### src/rtl/bankwin_pkg.sv
package bankwin_pkg;

  typedef enum logic [2:0] {
    SEL_PRI_HI = 3'd0,
    SEL_PRI_LO = 3'd1,
    SEL_SEC_HI = 3'd2,
    SEL_SEC_LO = 3'd3,
    SEL_MODE   = 3'd4
  } reg_sel_e;

  localparam logic [2:0] MODE_SPLIT    = 3'd2;
  localparam logic [2:0] MODE_SEC_ONLY = 3'd3;

  localparam int MODE_BIT_SEC_INDEP = 2;
  localparam int MODE_BIT_GRAN      = 4;
  localparam int MODE_FIELD_LSB     = 5;

  typedef struct packed {
    logic       sec_indep;
    logic       gran_x64;
    logic [2:0] bank_mode;
  } mode_cfg_t;

  // Window-to-bank routing: 1 selects the secondary bank.
  function automatic logic win_secondary(input logic [2:0] m, input logic [1:0] w);
    case (m)
      MODE_SPLIT:    return w[1];
      MODE_SEC_ONLY: return 1'b1;
      default:       return w[0];
    endcase
  endfunction

endpackage

### src/rtl/bankwin_regs.sv
module bankwin_regs
  import bankwin_pkg::*;
#(
  parameter int BANK_W     = 16,
  parameter int GRAN_SHIFT = 6,
  parameter int BASE_W     = BANK_W + 1 + GRAN_SHIFT
) (
  input  logic              clk,
  input  logic              rst,
  input  logic              wr_en,
  input  logic [2:0]        wr_sel,
  input  logic [7:0]        wr_data,
  output logic [BASE_W-1:0] pri_base,
  output logic [BASE_W-1:0] sec_base,
  output logic [2:0]        bank_mode
);

  localparam int HALF_W = BANK_W / 2;
  localparam int RAW_W  = BANK_W + 1;
  localparam logic [RAW_W-1:0] IMPLICIT_STEP = RAW_W'(1) << (BANK_W - 1);

  logic [HALF_W-1:0] pri_hi_q, pri_lo_q, sec_hi_q, sec_lo_q;
  mode_cfg_t         mode_q;

  always_ff @(posedge clk) begin
    if (rst) begin
      pri_hi_q <= '0;
      pri_lo_q <= '0;
      sec_hi_q <= '0;
      sec_lo_q <= '0;
      mode_q   <= '0;
    end else if (wr_en) begin
      case (wr_sel)
        SEL_PRI_HI: pri_hi_q <= wr_data[HALF_W-1:0];
        SEL_PRI_LO: pri_lo_q <= wr_data[HALF_W-1:0];
        SEL_SEC_HI: sec_hi_q <= wr_data[HALF_W-1:0];
        SEL_SEC_LO: sec_lo_q <= wr_data[HALF_W-1:0];
        SEL_MODE: begin
          mode_q.sec_indep <= wr_data[MODE_BIT_SEC_INDEP];
          mode_q.gran_x64  <= wr_data[MODE_BIT_GRAN];
          mode_q.bank_mode <= wr_data[MODE_FIELD_LSB +: 3];
        end
        default: ;
      endcase
    end
  end

  logic [RAW_W-1:0] pri_raw, sec_raw;

  always_comb begin
    pri_raw = RAW_W'({pri_hi_q, pri_lo_q});
    if (mode_q.sec_indep) sec_raw = RAW_W'({sec_hi_q, sec_lo_q});
    else                  sec_raw = pri_raw + IMPLICIT_STEP;
  end

  always_comb begin
    if (mode_q.gran_x64) begin
      pri_base = BASE_W'(pri_raw) << GRAN_SHIFT;
      sec_base = BASE_W'(sec_raw) << GRAN_SHIFT;
    end else begin
      pri_base = BASE_W'(pri_raw);
      sec_base = BASE_W'(sec_raw);
    end
  end

  assign bank_mode = mode_q.bank_mode;

endmodule

### src/rtl/bankwin_route.sv
module bankwin_route
  import bankwin_pkg::*;
#(
  parameter int AP_W         = 17,
  parameter int BASE_W       = 23,
  parameter int MIN_MEM_LOG2 = 19,
  parameter int SIZE_W       = 2,
  parameter int DEC_AW       = MIN_MEM_LOG2 + (1 << SIZE_W) - 1
) (
  input  logic [AP_W-1:0]   offset,
  input  logic [BASE_W-1:0] pri_base,
  input  logic [BASE_W-1:0] sec_base,
  input  logic [2:0]        bank_mode,
  input  logic [SIZE_W-1:0] cfg_memsize,
  output logic [DEC_AW-1:0] addr,
  output logic              in_range
);

  localparam int NWIN  = 4;
  localparam int LO_W  = AP_W - 2;
  localparam int SUM_W = (BASE_W > LO_W ? BASE_W : LO_W) + 1;

  logic [NWIN-1:0] use_sec;

  for (genvar w = 0; w < NWIN; w++) begin : g_win
    assign use_sec[w] = win_secondary(bank_mode, 2'(w));
  end

  logic [1:0]        win;
  logic [BASE_W-1:0] base;
  logic [SUM_W-1:0]  sum;
  logic [DEC_AW-1:0] over;
  int unsigned       lim_log2;

  always_comb begin
    win      = offset[AP_W-1 -: 2];
    base     = use_sec[win] ? sec_base : pri_base;
    sum      = SUM_W'(offset[AP_W-2:0] & {(AP_W-1){1'b1}}) + SUM_W'(base);
    addr     = sum[DEC_AW-1:0];
    lim_log2 = MIN_MEM_LOG2 + 32'(cfg_memsize);
    over     = addr >> lim_log2;
    in_range = (over == '0);
  end

endmodule

### src/rtl/bankwin_port.sv
module bankwin_port #(
  parameter int DEC_AW       = 22,
  parameter int DATA_W       = 8,
  parameter int MIN_MEM_LOG2 = 19,
  parameter int SIZE_W       = 2
) (
  input  logic              clk,
  input  logic              rst,
  input  logic [SIZE_W-1:0] cfg_memsize,
  input  logic              host_valid,
  input  logic              host_we,
  input  logic [DATA_W-1:0] host_wdata,
  input  logic [DEC_AW-1:0] addr,
  input  logic              in_range,
  output logic              ready,
  output logic              host_rvalid,
  output logic [DATA_W-1:0] host_rdata,
  output logic              mem_en,
  output logic              mem_we,
  output logic [DEC_AW-1:0] mem_addr,
  output logic [DATA_W-1:0] mem_wdata,
  input  logic [DATA_W-1:0] mem_rdata
);

  logic              accept;
  logic [DEC_AW-1:0] size_mask;
  logic              rd_mem_q, rd_oor_q, rd_mem_q2, rd_oor_q2;

  assign accept    = host_valid & ready;
  assign size_mask = ~(~DEC_AW'(0) << (MIN_MEM_LOG2 + 32'(cfg_memsize)));

  always_ff @(posedge clk) begin
    if (rst) ready <= 1'b0;
    else     ready <= 1'b1;
  end

  // Issue stage
  always_ff @(posedge clk) begin
    if (rst) begin
      mem_en    <= 1'b0;
      mem_we    <= 1'b0;
      mem_addr  <= '0;
      mem_wdata <= '0;
      rd_mem_q  <= 1'b0;
      rd_oor_q  <= 1'b0;
    end else begin
      mem_en    <= accept & in_range;
      mem_we    <= accept & in_range & host_we;
      mem_addr  <= addr & size_mask;
      mem_wdata <= host_wdata;
      rd_mem_q  <= accept & in_range & ~host_we;
      rd_oor_q  <= accept & ~in_range & ~host_we;
    end
  end

  // Memory latency stage
  always_ff @(posedge clk) begin
    if (rst) begin
      rd_mem_q2 <= 1'b0;
      rd_oor_q2 <= 1'b0;
    end else begin
      rd_mem_q2 <= rd_mem_q;
      rd_oor_q2 <= rd_oor_q;
    end
  end

  // Return stage
  always_ff @(posedge clk) begin
    if (rst) begin
      host_rvalid <= 1'b0;
      host_rdata  <= '0;
    end else begin
      host_rvalid <= rd_mem_q2 | rd_oor_q2;
      if (rd_oor_q2)      host_rdata <= '1;
      else if (rd_mem_q2) host_rdata <= mem_rdata;
    end
  end

endmodule

### src/rtl/bankwin_mapper.sv
module bankwin_mapper #(
  parameter int AP_W         = 17,
  parameter int DATA_W       = 8,
  parameter int BANK_W       = 16,
  parameter int GRAN_SHIFT   = 6,
  parameter int MIN_MEM_LOG2 = 19,
  parameter int SIZE_W       = 2,
  parameter int DEC_AW       = MIN_MEM_LOG2 + (1 << SIZE_W) - 1
) (
  input  logic              clk,
  input  logic              rst,
  input  logic [SIZE_W-1:0] cfg_memsize,
  input  logic              reg_valid,
  output logic              reg_ready,
  input  logic [2:0]        reg_sel,
  input  logic [7:0]        reg_data,
  input  logic              host_valid,
  output logic              host_ready,
  input  logic              host_we,
  input  logic [AP_W-1:0]   host_offset,
  input  logic [DATA_W-1:0] host_wdata,
  output logic              host_rvalid,
  output logic [DATA_W-1:0] host_rdata,
  output logic              mem_en,
  output logic              mem_we,
  output logic [DEC_AW-1:0] mem_addr,
  output logic [DATA_W-1:0] mem_wdata,
  input  logic [DATA_W-1:0] mem_rdata
);

  localparam int BASE_W = BANK_W + 1 + GRAN_SHIFT;

  logic [BASE_W-1:0] pri_base, sec_base;
  logic [2:0]        bank_mode;
  logic [DEC_AW-1:0] xl_addr;
  logic              xl_in_range;
  logic              port_ready;

  assign reg_ready  = port_ready;
  assign host_ready = port_ready;

  bankwin_regs #(
    .BANK_W(BANK_W), .GRAN_SHIFT(GRAN_SHIFT), .BASE_W(BASE_W)
  ) u_regs (
    .clk(clk), .rst(rst),
    .wr_en(reg_valid & port_ready), .wr_sel(reg_sel), .wr_data(reg_data),
    .pri_base(pri_base), .sec_base(sec_base), .bank_mode(bank_mode)
  );

  bankwin_route #(
    .AP_W(AP_W), .BASE_W(BASE_W), .MIN_MEM_LOG2(MIN_MEM_LOG2),
    .SIZE_W(SIZE_W), .DEC_AW(DEC_AW)
  ) u_route (
    .offset(host_offset), .pri_base(pri_base), .sec_base(sec_base),
    .bank_mode(bank_mode), .cfg_memsize(cfg_memsize),
    .addr(xl_addr), .in_range(xl_in_range)
  );

  bankwin_port #(
    .DEC_AW(DEC_AW), .DATA_W(DATA_W), .MIN_MEM_LOG2(MIN_MEM_LOG2), .SIZE_W(SIZE_W)
  ) u_port (
    .clk(clk), .rst(rst), .cfg_memsize(cfg_memsize),
    .host_valid(host_valid), .host_we(host_we), .host_wdata(host_wdata),
    .addr(xl_addr), .in_range(xl_in_range), .ready(port_ready),
    .host_rvalid(host_rvalid), .host_rdata(host_rdata),
    .mem_en(mem_en), .mem_we(mem_we), .mem_addr(mem_addr),
    .mem_wdata(mem_wdata), .mem_rdata(mem_rdata)
  );

endmodule

### config.mk
export PLATFORM = sky130hd
export DESIGN_NAME = bankwin_mapper
export DESIGN_NICKNAME = d
export VERILOG_FILES = /design/src/rtl/bankwin_pkg.sv /design/src/rtl/bankwin_regs.sv /design/src/rtl/bankwin_route.sv /design/src/rtl/bankwin_port.sv /design/src/rtl/bankwin_mapper.sv
export SDC_FILE = /design/constraint.sdc
export NUM_CORES = 1
export LEC_CHECK = 0
export BUFFER_PORTS_ARGS = -buffer_cell sky130_fd_sc_hd__buf_2
export CAP_MARGIN = 20
export CORE_MARGIN = 2
export CORE_UTILIZATION = 40
export DETAILED_ROUTE_END_ITERATION = 8
export GPL_TIMING_DRIVEN = 0
export SLEW_MARGIN = 20
export SYNTH_ARGS = -nofsm -noshare
export SYNTH_HDL_FRONTEND = slang
export SYNTH_SLANG_ARGS = --single-unit
### constraint.sdc
create_clock -name clk -period 6.4 [get_ports clk]
set_input_delay 0.64 -clock clk [delete_from_list [all_inputs] [get_ports clk]]
set_output_delay 0.64 -clock clk [all_outputs]
set_load 0.05 [all_outputs]
; Yosys cells after proc, flatten, opt, wreduce, memory -nomap -nowiden
; Cells that the tools add are included.
; Widths: inputs -> output; s select.
[totals]
register_bits = 83
latchBits = 0
ramBits = 0
rom_bits = 0
inputBits = 51
output_inout_bits = 43
word_cells = 63
mem_count = 0
[classes]
addsub = 3
multipliers = 0
div_mod_pow = 0
order_cmp = 1
n_eq_ne = 6
n_shift = 2
muxes = 12
bitwise = 12
n_reduce_logical = 9
[op_table]
columns = cell, count
row1 = $mux 22, 3
row2 = $shl 22x32->22 const A, 1
row3 = $shr 22x32->22, 1
row4 = $add 16x22->22, 1
row5 = $and 22x22->22, 1
row6 = $logic_not 22->1, 1
row7 = $not 22->22, 1
row8 = $add 16x16->17 const B, 1
row9 = $mux 17, 1
row10 = $mux 8, 2
row11 = $eq 3x2->1 const B, 4
row12 = $reduce_and 2->1, 5
row13 = $and 1x1->1, 7
row14 = $add 5x2->6 const A, 1
row15 = $mux 1, 5
row16 = $eq 3x1->1 const B, 1
row17 = $eq 3x3->1 const B, 1
row18 = $logic_not 3->1, 1
row19 = $lt 2x3->1 const B, 1
row20 = $bmux 1 s2, 1
row21 = $not 1->1, 2
row22 = $reduce_bool 2->1, 1
row23 = $reduce_or 2->1, 1
row24 = $or 1x1->1, 1

; Depth between registers and ports, before layout
[depth]
word_depth = 12
ltp_mapped = 15
ltp_nobuf = 14

; Modules after synthesis
; A second synthesis with hierarchy kept.
[unflattened]
cells_unflattened = 507
area_unflattened_um2 = 4872.2
[by_module_without_submodules]
columns = mod, n_inst, cells_each, area_each_um2, seq_area_each_um2
row1 = bankwin_regs, 1, 210, 2104.5, 740.7
row2 = bankwin_route, 1, 180, 1378.8, 0.0
row3 = bankwin_port, 1, 115, 1375.1, 920.9
row4 = bankwin_mapper, 1, 2, 13.8, 0.0

; Worst setup path after synthesis
; OpenSTA, ideal clock, no wires.
[synth_path]
kind = input to register
startpoint = input host_offset[16]
endpoint = register u_port.rd_oor_q
setup_time_ns = 0.059
t_arrival_ns = 3.740
required_time_ns = 6.341
path_slack_ns = 2.601
cell_stages = 14
n_path_buf = 2
path_cell_list = or4b_4 o211a_1 buf_2 mux2i_1 mux2i_1 ha_1 clkbuf_1 a211oi_1 o21ai_1 o211ai_1 o21ai_0 and3b_1 o32ai_2 o21ba_1
[synth_between]
elab_chain_len = 9
[synth_lines]
columns = item, line
row1 = from (decl), bankwin_mapper.sv:20  ; input logic [AP_W-1:0] host_offset,
row2 = $bmux 1 s2, bankwin_route.sv:37  ; base = use_sec[win] ? sec_base : pri_base;
row3 = $mux 1 (implied by the code), bankwin_route.sv:37
row4 = $mux 22, bankwin_route.sv:37
row5 = $add 16x22->22, bankwin_route.sv:38  ; sum = SUM_W'(offset[AP_W-2:0] & {(AP_W-1){1'b1}}) + SUM_W'(base);
row6 = $shr 22x32->22, bankwin_route.sv:41  ; over = addr >> lim_log2;
row7 = $logic_not 22->1, bankwin_route.sv:42  ; in_range = (over == '0);
row8 = $not 1->1, bankwin_port.sv:52  ; rd_oor_q <= accept & ~in_range & ~host_we;
row9 = $and 1x1->1 (2 in a row), bankwin_port.sv:52
row10 = to (signal assigned), bankwin_port.sv:52
row11 = to (decl), bankwin_port.sv:27  ; logic rd_mem_q, rd_oor_q, rd_mem_q2, rd_oor_q2;
; Every way passes these cells. The select of a mux whose other input is x is not followed.
; A chain may end at the register's enable or synchronous reset.

; Worst setup path in the final report
; Ends and elaborated chain as after synthesis.

==> flow_summary.json <==
{
  "cts_sinks": 83,
  "path_max_fanout": 10,
  "die-area_sq_um": 11000,
  "grt_start_max_net_pins": 14,
  "min_path_cells": 1,
  "grt.busiest_layer": "met2",
  "grt_util_met1": 0.243,
  "cts.path.max_buffers": 2,
  "ios": 94,
  "vdd_drop_max_mv": 0.0991,
  "synth_top_cell_by_area": "dfxtp_1",
  "drv_cap": 0,
  "synth_flop_cell": "dfxtp_1",
  "status": "completed",
  "hold_viol_final": 0,
  "routed_wl_mm": 9.99,
  "firstDrtPassIters": 5,
  "diodes": 0,
  "io_buffers": 93,
  "globalRouteOverflowTotal": 0,
  "htreeDepth": 3,
  "fp.dieW_um": 105,
  "fin_nets": 614,
  "multi_input_area_sq_um": 2290,
  "grt_antenna_before_repair": 0,
  "core_region_area_sq_um": 9820,
  "setup-violations-final": 0,
  "synth_xor_area_frac": 0.0323,
  "synth_enable_flop_cells": 0,
  "drive_above_1_share": 0.221,
  "critPathKind": "input port to flop",
  "synth_area_per_cell_sq_um": 9.27,
  "start_kind": "input port",
  "yosys_warnings": 0,
  "min-delay-start": "u_port.rd_oor_q",
  "hold_buffers": 0,
  "cts_resized": 0,
  "vias": 3464,
  "clk_latency_ps": 360,
  "synth_compound_area_frac": 0.128,
  "worstPathArrival_ps": 4560,
  "async_flop_share": 0,
  "p_leak_nw": 2.32,
  "seq_area_frac_synth": 0.408,
  "finalMaxSlewViolations": 0,
  "synthCells": 439,
  "start_util": 0.415,
  "dpl.cell_count": 665,
  "grt_pass1_wl_mm": 16.3,
  "ant_nets": 0,
  "reg2regPathDepth": 14,
  "synth_top_family_by_area": "simple AND/OR/NAND/NOR gates",
  "cp_slowest_cell": "or4b_4",
  "dpl_cell_area_sq_um": 4700,
  "cp-end-kind": "flop",
  "ys_ff_latch": 83,
  "hpwl_mm": 7.71,
  "final_cells": 681,
  "worstMarginPinSlew_ps": 926,
  "rr_startpoint": "u_regs.bank_mode[0]",
  "cpPeakStageDelay_ps": 520,
  "synthMuxAreaShare": 0.156,
  "utilization": 0.507,
  "die_y_um": 105,
  "synth_area_sq_um": 4070,
  "drt-vias-per-instance": 5.09,
  "seqCellArea_sq_um": 1660,
  "use_met2": 0.304,
  "holdPathEnd": "u_port.rd_oor_q2",
  "finClkSkew_ps": 12.7,
  "ys_types": 57,
  "syn2layout_area_growth_pct": 22.3,
  "final_cell_area_sq_um": 4980,
  "synth-simple-area-share": 0.183,
  "grt_pass1_vias": 3248,
  "cts_root_buffer": "clkbuf_8",
  "gr-usage-met3": 0.0356,
  "route.detailed.drc": 0,
  "rsz0062_at_grt": "no",
  "synth_fa_ha_area_frac": 0.0633,
  "cts_tree": "done",
  "slew_headroom": 0.380,
  "syn-num-nets": 510,
  "yosysTopAreaCellShare": 0.408,
  "setup.worst_path.start": "host_offset[16]",
  "synthTopCellsByArea": "dfxtp_1, mux2i_1, nor2_1",
  "drt_iter0_drc": 142,
  "tns_ps": 0,
  "hp-class": "flop to flop",
  "place_congestion": 0.879,
  "post-cts-setup-buffers": 0,
  "reg2reg_slack_ps": 2130,
  "min_period_ps": 4270,
  "rows": 36,
  "required_ps": 6690,
  "fmax_mhz": 234,
  "period_share": 0.666,
  "grt_usage": 0.186,
  "r2r_end": "u_port.rd_oor_q",
  "cts_made_buffers": 9,
  "power_density_nw_per_um2": 240,
  "crit_chain": "buf_2 -> or4b_4 -> o211a_1 -> buf_2 -> mux2i_1 -> mux2i_1 -> ha_1 -> clkbuf_1 -> a211oi_1 -> o21ai_1 -> o211ai_1 -> o21ai_0 -> and3b_1 -> o32ai_2 -> o21ba_1",
  "wl_per_cell_um": 14.7,
  "nFillCells": 1006,
  "clkTransAtPathRegs_ps": 70
}
critical path: cells and delay by family:
kind                       cells  cell delay [ps]
buffers and inverters          3              520
adders and majority gates      1              300
AOI/OAI and AO/OA              7             1760
muxes                          2              550
and+or+nand+nor                2              770
cells by family (layout without fill, tap and decap cells):
logic type,count (synthesis),in the layout
muxes,62,62
AOI/OAI and AO/OA,72,72
and+or+nand+nor,157,157
buffers and inverters,30,139
adders and majority gates,20,20
xor gates and xnor gates,15,15
DFF,83,83
report_power, final:
part / internal [W] / switching (W)
logic: 0.0000486 / 0.000102
registers: 0.000531 / 0.00000583
clock network: 0.000320 / 0.000186
total: 0.000900 / 0.000294
cells in the mapped netlist, types with 4 or more instances:
library cell and instances:
dfxtp_1 83, nor2_1 77, mux2i_1 58, nor2b_1 22, nand2_1 20, ha_1 19
a21oi_1 18, clkbuf_1 14, a211oi_1 13, inv_1 12, nand3_1 11, xnor2_1 8
o21ai_0 7, o21ai_1 7, xor2_1 7, and3_1 5, a31oi_1 4, nor3_1 4
o211ai_1 4
layout make-up:
cell class,instances,share of cell area
Clock inverter,4,0.0241
Tap cell,133,0.0334
Multi-Input combinational cell,326,0.460
Timing Repair Buffer,93,0.0935
Sequential cell,83,0.334
Clock buffer,12,0.0312
Buffer,17,0.0138
Inverter,13,0.00980
metal layers:
| layer | wire (um) | share of wire |
|---|---|---|
| met1 | 4780 | 0.48 |
| met2 | 4450 | 0.45 |
| met3 | 569 | 0.057 |
| met4 | 180 | 0.018 |
| met5 | 0 | 0 |
placed cells by master (no fill, tap or decap), drive strengths merged, types with 2 or more instances in the layout:
cell,netlist,layout
nor2b,22,22
nand2,21,21
nand2b,3,3
a31oi,4,4
xor2,7,7
mux2,3,3
bufinv,0,4
a41oi,2,2
ha,19,19
o211ai,5,5
nor3,4,4
and3,5,5
nand4,3,3
nor2,77,77
o21ai,14,14
buf,3,96
xnor2,8,8
o211a,2,2
o21a,3,3
nand3,11,11
inv,12,12
a211oi,13,13
dfxtp,83,83
nor4,3,3
mux2i,59,59
a21oi,18,18
clkbuf,14,26
registers in the layout, summed over array words and instances (netlist names), 3 cells and up:
signal	flops
u_regs.pri_lo_q	8
u_regs.pri_hi_q	8
u_port.mem_wdata	8
u_regs.sec_hi_q	8
u_regs.sec_lo_q	8
u_port.mem_addr	22
u_port.host_rdata	8
u_regs.bank_mode	3
through the flow:
stage / power, W / hold slack, ps / setup WS (ps)
5_1_grt: 0.00124 / 468 / 1910
6_report: 0.00119 / 448 / 2130
2_1_floorplan: 0.000650 / 414 / 2600
4_1_cts: 0.00120 / 450 / 2170
3_3_place_gp: 0.000697 / 433 / 1850
3_5_place_dp: 0.000700 / 434 / 1820
worst max path at each step:
| stage | to |
|---|---|
| 6_report | u_port.rd_oor_q |
| 5_1_grt | u_port.rd_oor_q |
| 4_1_cts | u_port.rd_oor_q |
| 3_5_place_dp | u_port.rd_mem_q |
| 3_3_place_gp | u_port.rd_oor_q |
| 2_1_floorplan | u_port.rd_oor_q |
No activity file was read; power rests on OpenSTA's default activity.
